### config.mk
export PLATFORM = sky130hd
export DESIGN_NAME = ccx_pol_ctrl
export DESIGN_NICKNAME = d
export VERILOG_FILES = /design/src/rtl/ccx_pkg.sv /design/src/rtl/ccx_wr_guard.sv /design/src/rtl/ccx_chan_regs.sv /design/src/rtl/ccx_out_stage.sv /design/src/rtl/ccx_pol_ctrl.sv
export SDC_FILE = /design/constraint.sdc
export NUM_CORES = 1
export LEC_CHECK = 0
export ABC_AREA = 1
export BUFFER_PORTS_ARGS = -buffer_cell sky130_fd_sc_hd__buf_2
export CORE_MARGIN = 1.5
export CORE_UTILIZATION = 42
export CTS_CLUSTER_SIZE = 30
export DETAILED_ROUTE_END_ITERATION = 8
export GPL_TIMING_DRIVEN = 0
export MAX_ROUTING_LAYER = met4
export PLACE_DENSITY = 0.77
export SYNTH_ARGS = -nofsm -noshare
export SYNTH_HDL_FRONTEND = slang
export SYNTH_SLANG_ARGS = --single-unit
### constraint.sdc
create_clock -name clk -period 0.9 [get_ports clk]
set_input_delay 0 -clock clk [delete_from_list [all_inputs] [get_ports clk]]
set_output_delay 0 -clock clk [all_outputs]
set_load 0.02 [all_outputs]
### src/rtl/ccx_pkg.sv
package ccx_pkg;
  localparam int FLD_W = 4;
  localparam logic [1:0] MODE_OUT = 2'b00;

  typedef struct packed {
    logic npol;
    logic nen;
    logic pol;
    logic en;
  } ccx_fields_t;
endpackage

### src/rtl/ccx_wr_guard.sv
module ccx_wr_guard
  import ccx_pkg::*;
#(
  parameter int NUM_CH = 2
) (
  input  logic [1:0]          lock_lvl,
  input  logic [2*NUM_CH-1:0] ch_mode,
  output logic [FLD_W*NUM_CH-1:0] wmask
);
  logic lock_hi;
  assign lock_hi = lock_lvl[1];

  for (genvar c = 0; c < NUM_CH; c++) begin : g_ch
    ccx_fields_t m;
    always_comb begin
      m.en   = 1'b1;
      m.nen  = 1'b1;
      m.pol  = ~lock_hi;
      m.npol = ~(lock_hi && (ch_mode[2*c +: 2] == MODE_OUT));
    end
    assign wmask[FLD_W*c +: FLD_W] = m;
  end
endmodule

### src/rtl/ccx_chan_regs.sv
module ccx_chan_regs
  import ccx_pkg::*;
(
  input  logic        clk,
  input  logic        rst_n,
  input  logic        wr_en,
  input  ccx_fields_t wdata,
  input  ccx_fields_t wmask,
  input  logic        com_pre,
  input  logic        com_evt,
  output ccx_fields_t prel,
  output ccx_fields_t act
);
  ccx_fields_t prel_d, act_d;
  logic        xfer;

  always_comb begin
    prel_d = prel;
    if (wr_en) prel_d = (wdata & wmask) | (prel & ~wmask);
  end

  assign xfer = ~com_pre | com_evt;

  always_comb begin
    act_d    = act;
    act_d.en = prel_d.en;
    if (xfer) begin
      act_d.pol  = prel_d.pol;
      act_d.nen  = prel_d.nen;
      act_d.npol = prel_d.npol;
    end
  end

  always_ff @(posedge clk or negedge rst_n) begin
    if (!rst_n) begin
      prel <= '0;
      act  <= '0;
    end else begin
      prel <= prel_d;
      act  <= act_d;
    end
  end

  p_direct_r3: assert property (@(posedge clk) disable iff (!rst_n)
    !com_pre |=> (act == prel));
  p_hold_r4: assert property (@(posedge clk) disable iff (!rst_n)
    (com_pre && !com_evt) |=> $stable({act.npol, act.nen, act.pol}));
  p_com_r5: assert property (@(posedge clk) disable iff (!rst_n)
    (com_pre && com_evt) |=> ({act.npol, act.nen, act.pol} == {prel.npol, prel.nen, prel.pol}));
endmodule

### src/rtl/ccx_out_stage.sv
module ccx_out_stage
  import ccx_pkg::*;
(
  input  ccx_fields_t act,
  input  logic        oc_ref,
  input  logic [1:0]  mode,
  output logic        out_main,
  output logic        out_comp,
  output logic        edge_fall
);
  always_comb begin
    out_main  = act.en  ? (oc_ref ^ act.pol)   : act.pol;
    out_comp  = act.nen ? (~oc_ref ^ act.npol) : act.npol;
    edge_fall = (mode != MODE_OUT) & act.pol;
  end
endmodule

### src/rtl/ccx_pol_ctrl.sv
module ccx_pol_ctrl
  import ccx_pkg::*;
#(
  parameter int NUM_CH = 2,
  localparam int BYTE_W = FLD_W * NUM_CH
) (
  input  logic                clk,
  input  logic                rst_n,
  input  logic                wr_en,
  input  logic [BYTE_W-1:0]   wr_data,
  output logic [BYTE_W-1:0]   rd_data,
  input  logic                com_pre,
  input  logic                com_evt,
  input  logic [1:0]          lock_lvl,
  input  logic [2*NUM_CH-1:0] ch_mode,
  input  logic [NUM_CH-1:0]   oc_ref,
  output logic [BYTE_W-1:0]   act_cfg,
  output logic [NUM_CH-1:0]   out_main,
  output logic [NUM_CH-1:0]   out_comp,
  output logic [NUM_CH-1:0]   edge_fall
);
  logic [BYTE_W-1:0] wmask;

  ccx_wr_guard #(.NUM_CH(NUM_CH)) u_guard (
    .lock_lvl (lock_lvl),
    .ch_mode  (ch_mode),
    .wmask    (wmask)
  );

  for (genvar c = 0; c < NUM_CH; c++) begin : g_ch
    ccx_fields_t prel, act;

    ccx_chan_regs u_regs (
      .clk     (clk),
      .rst_n   (rst_n),
      .wr_en   (wr_en),
      .wdata   (ccx_fields_t'(wr_data[FLD_W*c +: FLD_W])),
      .wmask   (ccx_fields_t'(wmask[FLD_W*c +: FLD_W])),
      .com_pre (com_pre),
      .com_evt (com_evt),
      .prel    (prel),
      .act     (act)
    );

    ccx_out_stage u_out (
      .act       (act),
      .oc_ref    (oc_ref[c]),
      .mode      (ch_mode[2*c +: 2]),
      .out_main  (out_main[c]),
      .out_comp  (out_comp[c]),
      .edge_fall (edge_fall[c])
    );

    assign rd_data[FLD_W*c +: FLD_W] = prel;
    assign act_cfg[FLD_W*c +: FLD_W] = act;

    p_lock_pol_r6: assert property (@(posedge clk) disable iff (!rst_n)
      (wr_en && lock_lvl[1]) |=> $stable(rd_data[FLD_W*c + 1]));
    p_lock_npol_r7: assert property (@(posedge clk) disable iff (!rst_n)
      (wr_en && lock_lvl[1] && ch_mode[2*c +: 2] == MODE_OUT) |=> $stable(rd_data[FLD_W*c + 3]));
    p_comp_off_r10: assert property (@(posedge clk) disable iff (!rst_n)
      !act_cfg[FLD_W*c + 2] |-> (out_comp[c] == act_cfg[FLD_W*c + 3]));
  end
endmodule

# After elaboration in Yosys (flattened, before gate mapping)
# Index checks and enable logic that the tools add are counted.
# totals
in_bits	21
output_inout_bits	22
register_bits	14
# classes
n_reduce_logical	6
n_mux	6
n_bitwise	21
# ops
op	count
$and A4 B4 Y4	4
$mux W4	2
$not A4 Y4	2
$or A4 B4 Y4	2
$not A1 Y1	6
$logic_not A2 Y1	2
$mux W1	4
$reduce_bool A2 Y1	2
$xor A1 B1 Y1	4
$and A1 B1 Y1	2
$logic_and A1 B1 Y1	2
$or A1 B1 Y1	1

# Longest topological paths before layout
# Gate-level depths: netlist of run 1.
# logic_depth
depth_word	7
depth_mapped	6
mapped_depth_nobuf	6

# By module
# Synthesis of run 1 repeated with hierarchy kept, for this count alone.
# unflattened
cells_unflattened	133
area_unflattened_um2	890.9
# modules_own_cells
mod	cells_each	area_per_inst_um2	n_inst
ccx_chan_regs	46	356.6	2
ccx_out_stage	15	58.8	2
ccx_wr_guard	11	60.1	1

# Worst setup path after synthesis of run 1
# No wires, ideal clock.
# synth_timing
path_type	flip-flop to output port
start	register g_ch[0].u_regs.act[2] (netlist name)
end	output port out_comp[0]
arrival_time_ns	0.920
t_required_ns	0.900
setup_slack_ns	-0.020
stages_incl_launch_ff	6
path_cell_list	dfrtp_1 -> inv_1 -> nor2_1 -> xnor2_1 -> inv_1 -> buf_4
# synth_between
elab_chain_len	1
# synth_lines
item	line_no	text
$mux W1	ccx_out_stage.sv:13	out_comp = act.nen ? (~oc_ref ^ act.npol) : act.npol;
to (decl)	ccx_pol_ctrl.sv:19	output logic [NUM_CH-1:0] out_comp,
# Every way passes these cells.

# Final worst setup path of run 1
# layout_timing
start	register g_ch[0].u_regs.act[2] (netlist name)
end	output port out_comp[0]
# layout_between
elab_chain_len	1
# layout_lines
item	line_no
$mux W1	ccx_out_stage.sv:13
# Every way passes these cells.

==> results of run 1 <==
-- power breakdown --
group | total (mW) | switching (mW) | internal (mW)
clock | 0.474 | 0.227 | 0.247
sequential | 0.763 | 0.0592 | 0.704
combinational | 0.903 | 0.449 | 0.454
total | 2.14 | 0.735 | 1.41
-- synth_stat cells, drive strengths merged --
cell | number | area [um^2]
nand2 | 23 | 86.3
o21ai | 8 | 58.8
inv | 19 | 71.3
xor2 | 2 | 17.5
mux2 | 2 | 22.5
xnor2 | 2 | 17.5
nand3 | 6 | 35.0
nor2 | 7 | 26.3
buf | 9 | 71.3
dfrtp | 14 | 350
-- per-layer routing --
metal  global-route usage (%)  share of wire (%)  vias to the layer above
met3                     4.76                5.6                       14
met4                     13.5                2.6                        0
met2                     39.2                 53                       36
li1                         -                  -                      385
met5                        -                  0                        -
met1                     23.5                 38                      349
-- through the flow --
stage               instance area, um^2  instances  utilization, %  setup slack [ns]  setup TNS [ns]
floorplan                           759         92               -            0.0170               0
global route                       1290        176            75.8            -0.334           -2.45
CTS                                1250        174            73.3            -0.244           -1.40
finish                             1290        176            75.8            -0.246           -1.75
detailed placement                  996        158            58.3           -0.0391          -0.103
global placement                    996        158            58.3           -0.0305         -0.0619
-- placed cells by master, fill, tap and decap left out --
cell,n
clkbuf_8,1
xor2_1,2
dfrtp_2,2
nor2_1,3
inv_1,14
nor2_2,4
dlygate4sd3_1,9
mux2_2,2
nand3_1,5
xnor2_1,2
o21ai_1,1
buf_4,5
o21ai_2,7
buf_6,23
dfrtp_1,12
nand3_2,1
clkbuf_4,3
buf_2,27
nand2_1,23
inv_2,5
-- state kept, by name, indices dropped and copies added, names as in the netlist --
register / count
g_ch.u_regs.act: 6
g_ch.u_regs.prel: 8
-- path summary, 6_finish.rpt --
path,from,endpoint,slack [ns],cells past startpoint
hold reg to reg,g_ch[0].u_regs.prel[1],g_ch[0].u_regs.prel[1],0.51,2
max in group asynchronous,rst_n,g_ch[1].u_regs.act[2],0.51,2
min in group asynchronous,rst_n,g_ch[0].u_regs.prel[0],0.12,2
setup / recovery,g_ch[0].u_regs.act[2],out_comp[0],-0.25,5
setup reg to reg,g_ch[0].u_regs.act[2],g_ch[0].u_regs.act[2],-0.05,5
hold / removal,lock_lvl[1],g_ch[1].u_regs.prel[1],-0.0003,4
-- worst max-delay path, cell delays in order, from the launching register on --
cell,delay (ns)
dfrtp_2,0.42
inv_2,0.07
nor2_2,0.04
xnor2_1,0.13
inv_1,0.07
buf_6,0.13
-- cells by family after synthesis --
kind of cell,Yosys count,synth area share [%]
multiplexers,2,2.97
AND/OR/NAND/NOR,36,19.5
AO/OA/AOI/OAI,8,7.77
buffers and inverters,28,18.8
flip-flops,14,46.3
XOR/XNOR,4,4.63
-- what timing repair did --
action                     in CTS  in global routing
resized for setup              36                 12
hold buffers                    9                  0
pin swaps                       8                  5
setup endpoints to repair       8                 19
setup buffers                   9                  5
hold endpoints to repair       23                  0
-- final cells by class --
class	instances	area (um^2)
plain buffers	3	33.8
clock buffers	4	36.3
fillers	119	413
inverters	19	71.3
multi-input cells	50	282
flip-flops and latches	14	353
well taps	25	31.3
repair buffers	61	488
==> flow_metrics.env, run 1 <==
export IMPL_outcome="finished with violations"
export IMPL_failed_checks="hold timing, setup timing"
export IMPL_fp_dieH_um=45.5
export IMPL_worst_slew_pin_transition_ns=0.332
export IMPL_grt_overflow_total=0
export IMPL_skew_ns=0.00414
export IMPL_gp_congestion=0.700
export IMPL_cts_clk_slew_worst_paths_ns=0.09
export IMPL_drt_pass1_iterations=4
export IMPL_cp_start_kind="flop"
export IMPL_grt_pass1_vias=756
export IMPL_nNetsFinal=173
export IMPL_cap_violations=0
export IMPL_hold_viol=1
export IMPL_die_area_mm2=0.00207
export IMPL_cp_end_kind="output port"
export IMPL_drt_initial_drc_count=5
export IMPL_wl_per_cell_um=11.8
export IMPL_cts_sinks=14
export IMPL_whs_ns=-0.000268
export IMPL_vias=784
export IMPL_cts_root_buf="clkbuf_4"
export IMPL_h_tree_depth=1
export IMPL_hp_class="input port to flop"
export IMPL_synth_seq_cells=14
export IMPL_portBuffers=41
export IMPL_ir_worst_vdd_uv=1020
export IMPL_rsz0062_at_grt="true"
export IMPL_syn_nets=113
export IMPL_antenna_found_initial=0
export IMPL_period_minus_slack_ns=1.15
export IMPL_power_density_mw_per_mm2=1650
export IMPL_synth_cells=92
export IMPL_grt_max_degree=15
export IMPL_num_antenna_cells=0
export IMPL_synthDistinctLibCells=14
export IMPL_path_max_fanout=2
export IMPL_initial_core_util_pct=44.3
export IMPL_syn_area_per_cell_um2=8.23
export IMPL_via_per_inst=4.45
export IMPL_worstPathRequired_ns=0.90
export IMPL_p_leak_nw=0.719
export IMPL_top_level_ports=43
export IMPL_yosysSeqAreaShare_pct=46.3
export IMPL_setup_ws_ns=-0.246
export IMPL_cts_buffers=3
export IMPL_synth_area_um2=757
export IMPL_num_rows=15
export IMPL_core_area_mm2=0.00171
export IMPL_maxSlewHeadroom_pct=77.9
export IMPL_grt_pass1_wl_mm=3.14
export IMPL_ant_nets=0
export IMPL_clock_fmax_mhz=873
export IMPL_worstPathArrival_ns=1.15
export IMPL_crit_type="flop to output port"
export IMPL_post_route_period_util_pct=127
export IMPL_synth_warnings=0
export IMPL_drc=0
export IMPL_cts_buffer_depth=2
export IMPL_grt_usage_pct=22.8
export IMPL_areaGrowthSynthToFinish_pct=71.1
export IMPL_drive_above_1_share_pct=53.0
export IMPL_post_dp_hpwl_mm=1.20
export IMPL_finalWirelength_mm=2.08
export IMPL_cts_tree="yes"
export IMPL_finalMaxSlewViolations=0
export IMPL_setup_viol=14
export IMPL_clk_latency_ns=0.29
export IMPL_finalPower_mw=2.14
export IMPL_die_w_um=45.5
No activity file was read; power rests on OpenSTA's default activity.
==> inputs of run 2 (changes only) <==
--- a/config.mk
+++ b/config.mk
@@ -8,5 +8,5 @@
 export ABC_AREA = 1
-export BUFFER_PORTS_ARGS = -buffer_cell sky130_fd_sc_hd__buf_2
+export BUFFER_PORTS_ARGS = -buffer_cell sky130_fd_sc_hd__clkbuf_2
 export CORE_MARGIN = 1.5
-export CORE_UTILIZATION = 42
+export CORE_UTILIZATION = 40
 export CTS_CLUSTER_SIZE = 30
@@ -15,3 +15,3 @@
 export MAX_ROUTING_LAYER = met4
-export PLACE_DENSITY = 0.77
+export PLACE_DENSITY = 0.74
 export SYNTH_ARGS = -nofsm -noshare
==> constraint.sdc (replaced) <==
create_clock -name clk -period 0.9 [get_ports clk]
set_input_delay 0.045 -clock clk [delete_from_list [all_inputs] [get_ports clk]]
set_output_delay 0.045 -clock clk [all_outputs]
set_load 0.02 [all_outputs]
==> run 2 against run 1 <==
- the flow finishes with violations (setup timing)
- combinational power grew 12%
- sequential power grew 2%
- routed wire length is 19% higher
- count of clock-buffer cells in the layout stayed put
- maximum frequency down 9.6%
- die area grew 4.7%
- cell count decreased by 0.57%
- largest cell class unchanged
- clock power is 4% lower
- critical path depth stayed put
- worst setup slack worse by 0.12 ns
==> flow_metrics.env, run 2 (synthesized netlist as in run 1, its figures left out) <==
export IMPL_r2r_end="g_ch[0].u_regs.prel[0]"
export IMPL_hold_viol=0
export IMPL_wl_per_cell_um=14.2
export IMPL_setup_worst_path_end="out_comp[1]"
export IMPL_antenna_found_initial=0
export IMPL_portBuffers=41
export IMPL_worstPathArrival_ns=1.22
export IMPL_power_frac_clock_pct=20.3
export IMPL_cts_buffer_depth=2
export IMPL_rsz0062_at_grt="true"
export IMPL_h_tree_depth=1
export IMPL_failed_checks="setup timing"
export IMPL_rr_startpoint="g_ch[0].u_regs.prel[0]"
export IMPL_worst_slew_pin_transition_ns=0.355
export IMPL_hold_start="wr_data[1]"
export IMPL_internal_power_mw=1.48
export IMPL_initial_core_util_pct=43.4
export IMPL_critPathLaunch="g_ch[1].u_regs.act[2]"
export IMPL_drc=0
export IMPL_grt_pass1_vias=740
export IMPL_fp_dieH_um=46.5
export IMPL_dpl_cell_count=158
export IMPL_cp_end_kind="output port"
export IMPL_switching_share_pct=33.8
export IMPL_die_area_mm2=0.00216
export IMPL_core_area_mm2=0.00175
export IMPL_die_w_um=46.5
export IMPL_areaGrowthSynthToFinish_pct=79.5
export IMPL_power_density_mw_per_mm2=1650
export IMPL_worstPathRequired_ns=0.85
export IMPL_p_seq_share_pct=34.8
export IMPL_layout_common_cells="21 x nand2_1, 21 x clkbuf_2, 18 x buf_6, 14 x inv_1, 10 x dfrtp_1"
export IMPL_nNetsFinal=172
export IMPL_crit_type="flop to output port"
export IMPL_cts_clk_slew_worst_paths_ns=0.09
export IMPL_grt_max_degree=15
export IMPL_final_cells=175
export IMPL_placed_area_mm2=0.00101
export IMPL_p_comb_share_pct=44.9
export IMPL_postLayoutCellArea_mm2=0.00136
export IMPL_grt_usage_pct=19.6
export IMPL_switching_power_mw=0.758
export IMPL_num_rows=15
export IMPL_top_level_ports=43
export IMPL_clock_fmax_mhz=789
export IMPL_cts_root_buf="clkbuf_4"
export IMPL_largest_register_ffs=8
export IMPL_post_dp_hpwl_mm=1.21
export IMPL_drt_pass1_iterations=4
export IMPL_grt_pass1_wl_mm=2.84
export IMPL_skew_ns=0.00446
export IMPL_cts_sinks=14
export IMPL_p_leak_nw=0.742
export IMPL_cts_buffers=3
export IMPL_multi_input_area_um2=288
export IMPL_final_fill_count=100
export IMPL_drive_above_1_share_pct=57.3
export IMPL_setup_ws_ns=-0.367
export IMPL_path_max_fanout=2
export IMPL_num_antenna_cells=0
export IMPL_seq_area_um2=355
export IMPL_r2r_slack_ns=-0.04
export IMPL_ant_nets=0
export IMPL_outcome="finished with violations"
export IMPL_clk_latency_ns=0.28
export IMPL_grt_overflow_total=0
export IMPL_setup_viol=18
export IMPL_cap_violations=0
export IMPL_vias=821
export IMPL_maxSlewHeadroom_pct=76.3
export IMPL_hp_class="input port to flop"
export IMPL_regMostFlops="g_ch.u_regs.prel"
export IMPL_ff2ff_path_depth=2
export IMPL_via_per_inst=4.69
export IMPL_cts_tree="yes"
export IMPL_gp_congestion=0.730
export IMPL_post_route_period_util_pct=141
export IMPL_final_core_util_pct=77.8
export IMPL_finalPower_mw=2.24
export IMPL_period_minus_slack_ns=1.27
export IMPL_finalMaxSlewViolations=0
export IMPL_ir_worst_vdd_uv=961
export IMPL_finalWirelength_mm=2.49
export IMPL_drt_initial_drc_count=11
export IMPL_top_regs="g_ch.u_regs.prel: 8 flops, g_ch.u_regs.act: 6 flops"
export IMPL_cp_start_kind="flop"
run 2: cell count changes in the layout (fill, tap and decap cells not counted), moves of 3 or more:
cell           before  now
buf_2              27    0
clkbuf_8            1    6
clkbuf_2            0   21
buf_8               0    6
buf_4               5    8
buf_6              23   18
dlygate4sd3_1       9    5
run 2: cell type report:
| cell class | instances | area share [%] |
|---|---|---|
| tap | 25 | 2.30 |
| inverter | 19 | 5.25 |
| timing repair buffer | 60 | 40.0 |
| clock buffer | 4 | 2.67 |
| sequential | 14 | 26.2 |
| multi-input combinational | 50 | 21.2 |
| buffer | 3 | 2.49 |
run 2: how the worst min path moves through the flow:
stage	depth (start not counted)	end	slack, ns
2_1_floorplan	0	g_ch[0].u_regs.act[1]	-0.25
3_3_place_gp	1	g_ch[0].u_regs.prel[2]	-0.03
3_5_place_dp	1	g_ch[0].u_regs.prel[2]	-0.02
4_1_cts	2	g_ch[0].u_regs.prel[0]	0.002
5_1_grt	3	g_ch[1].u_regs.prel[1]	0.02
6_report	3	g_ch[0].u_regs.prel[1]	0.02
run 2: stage by stage:
step           hold WS, ns  setup slack (ns)  setup TNS [ns]
2_1_floorplan       -0.251          -0.00832        -0.00832
3_3_place_gp       -0.0325           -0.0790          -0.251
3_5_place_dp       -0.0242           -0.0828          -0.313
4_1_cts            0.00151            -0.261           -2.31
5_1_grt             0.0244            -0.407           -3.24
6_report            0.0192            -0.367           -2.70
run 2: critical path, cell delays in order (launching register included):
cell and delay [ns]:
dfrtp_2 0.42, inv_2 0.08, nor2_2 0.04, xnor2_1 0.18, inv_1 0.08, clkbuf_8 0.15
run 2: repair_timing:
item,CTS,global route
setup endpoints to repair,14,22
endpoints found under the hold margin,17,1
hold buffers,4,1
buffers inserted,10,4
gates resized for setup,26,43
pin swaps,8,2
run 2: power by group through the flow:
stage / clock network (mW) / registers (mW) / logic [mW]
floorplan: 0 / 0.863 / 0.359
global placement: 0 / 0.771 / 0.658
detailed placement: 0 / 0.774 / 0.670
CTS: 0.458 / 0.761 / 0.816
global route: 0.491 / 0.785 / 1.07
finish: 0.455 / 0.779 / 1.01
run 2: per-layer routing:
layer,up-vias,routed length [um],GRT usage (%)
li1,388,-,-
met5,-,0,-
met2,43,1410,35.0
met1,384,916,20.7
met4,0,48,6.86
met3,6,113,4.71
==> inputs of run 3 (changes only) <==
BUFFER_PORTS_ARGS = -buffer_cell sky130_fd_sc_hd__buf_2   (was -buffer_cell sky130_fd_sc_hd__clkbuf_2)
==> run 3 against run 2 <==
- the flow still finishes with violations (setup timing)
- combinational power shrank 10%
- total power down 5.4%
- critical endpoint is now out_main[0]
- register-to-register slack better by 0.03 ns
- global-route usage down 1.1 points
- largest cell class unchanged
- cell count decreased by 2.9%
- routed wire length shrank 26%
==> flow_metrics.env, run 3 (synthesized netlist as in run 1, its figures left out) <==
export IMPL_fp_dieH_um=46.5
export IMPL_top_level_ports=43
export IMPL_grt_max_degree=15
export IMPL_final_fill_count=127
export IMPL_num_antenna_cells=0
export IMPL_drive_above_1_share_pct=57.2
export IMPL_ir_worst_vdd_uv=937
export IMPL_cts_buffers=3
export IMPL_path_max_fanout=2
export IMPL_antenna_found_initial=0
export IMPL_top_regs="g_ch.u_regs.prel: 8 flops, g_ch.u_regs.act: 6 flops"
export IMPL_cp_slowest_cell="dfrtp_2"
export IMPL_placed_area_mm2=0.00101
export IMPL_drt_initial_drc_count=14
export IMPL_outcome="finished with violations"
export IMPL_hold_viol=0
export IMPL_grt_pass1_wl_mm=2.69
export IMPL_setup_ws_ns=-0.297
export IMPL_worstPathArrival_ns=1.15
export IMPL_worstPathRequired_ns=0.85
export IMPL_layout_commonest_cell="buf_6"
export IMPL_core_area_mm2=0.00175
export IMPL_setup_viol=12
export IMPL_vias=760
export IMPL_finalMaxSlewViolations=0
export IMPL_h_tree_depth=1
export IMPL_cts_sinks=14
export IMPL_drt_pass1_iterations=4
export IMPL_ant_nets=0
export IMPL_seq_area_um2=355
export IMPL_failed_checks="setup timing"
export IMPL_power_density_mw_per_mm2=1670
export IMPL_whs_ns=0.0157
export IMPL_clk_latency_ns=0.27
export IMPL_regMostFlops="g_ch.u_regs.prel"
export IMPL_die_area_mm2=0.00216
export IMPL_layout_common_cells="27 x buf_6, 25 x buf_2, 21 x nand2_1, 14 x inv_1, 10 x dfrtp_1"
export IMPL_maxSlewHeadroom_pct=78.5
export IMPL_critPathBufInv=2
export IMPL_grt_pass1_vias=653
export IMPL_drc=0
export IMPL_areaGrowthSynthToFinish_pct=68.1
export IMPL_cts_clk_slew_worst_paths_ns=0.09
export IMPL_dp_slack_ns=-0.108
export IMPL_cap_violations=0
export IMPL_initial_core_util_pct=43.4
export IMPL_setup_tns_final_ns=-1.97
export IMPL_finalWirelength_mm=1.85
export IMPL_cp_end_kind="output port"
export IMPL_crit_chain="nand2_2 > xor2_1 > inv_1 > buf_6"
export IMPL_finalPower_mw=2.12
export IMPL_worst_slew_pin_transition_ns=0.323
export IMPL_grt_usage_pct=18.4
export IMPL_clock_fmax_mhz=835
export IMPL_die_w_um=46.5
export IMPL_gp_congestion=0.730
export IMPL_crit_type="flop to output port"
export IMPL_final_cells=170
export IMPL_cts_root_buf="clkbuf_4"
export IMPL_multi_input_area_um2=292
export IMPL_rsz0062_at_grt="true"
export IMPL_skew_ns=0.000684
export IMPL_cts_tree="yes"
export IMPL_postLayoutCellArea_mm2=0.00127
export IMPL_post_dp_hpwl_mm=1.22
export IMPL_portBuffers=41
export IMPL_post_route_period_util_pct=133
export IMPL_max_stage_delay_ns=0.43
export IMPL_via_per_inst=4.47
export IMPL_num_rows=15
export IMPL_grt_overflow_total=0
export IMPL_wl_per_cell_um=10.9
export IMPL_p_leak_nw=0.698
export IMPL_dpl_cell_count=158
export IMPL_largest_register_ffs=8
export IMPL_cts_buffer_depth=2
export IMPL_cp_start_kind="flop"
export IMPL_period_minus_slack_ns=1.20
export IMPL_hp_class="input port to flop"
export IMPL_nNetsFinal=167
export IMPL_final_core_util_pct=72.9
export IMPL_critPathTopFamily="flip-flops"
==> run 3: worst register-to-register path: stages (launching register included) <==
cell and delay (ns):
dfrtp_2 0.43, buf_6 0.13, mux2_2 0.25
==> run 3: cell type report <==
type,count,share of cell area (%)
multi-input combinational,50,22.9
buffer,3,2.65
inverter,19,5.80
sequential,14,27.9
timing repair buffer,55,35.4
clock buffer,4,2.85
tap,25,2.46
==> run 3: what timing repair did <==
action | CTS | global route
endpoints found under the hold margin | 16 | 1
buffers inserted | 8 | 4
pin swaps | 9 | 4
gates resized for setup | 27 | 26
setup endpoints to repair | 13 | 21
hold buffers | 3 | 1
==> run 3: routing by layer <==
metal  vias to the layer above  track usage (%)  routed length [um]
met5                         -                -                   0
li1                        375                -                   -
met3                         2             3.53                 103
met1                       352             22.0                 790
met4                         0             6.86                  19
met2                        31             30.6                 932
==> run 3: path summary, 6_finish.rpt <==
check	startpoint	endpoint	slack (ns)	cells after the start
worst max register to register	g_ch[0].u_regs.prel[0]	g_ch[0].u_regs.prel[0]	-0.01	2
worst min-delay path	wr_data[4]	g_ch[1].u_regs.prel[0]	0.02	2
max in group asynchronous	rst_n	g_ch[1].u_regs.prel[0]	0.44	2
worst min register to register	g_ch[0].u_regs.prel[1]	g_ch[0].u_regs.prel[1]	0.52	2
worst max-delay path	g_ch[0].u_regs.prel[0]	out_main[0]	-0.30	4
min in group asynchronous	rst_n	g_ch[0].u_regs.prel[2]	0.20	2
==> run 3: where the power goes <==
group          internal [mW]  total [mW]  switching [mW]
Sequential             0.706       0.770          0.0645
Clock                  0.245       0.445           0.199
Combinational          0.460       0.904           0.444
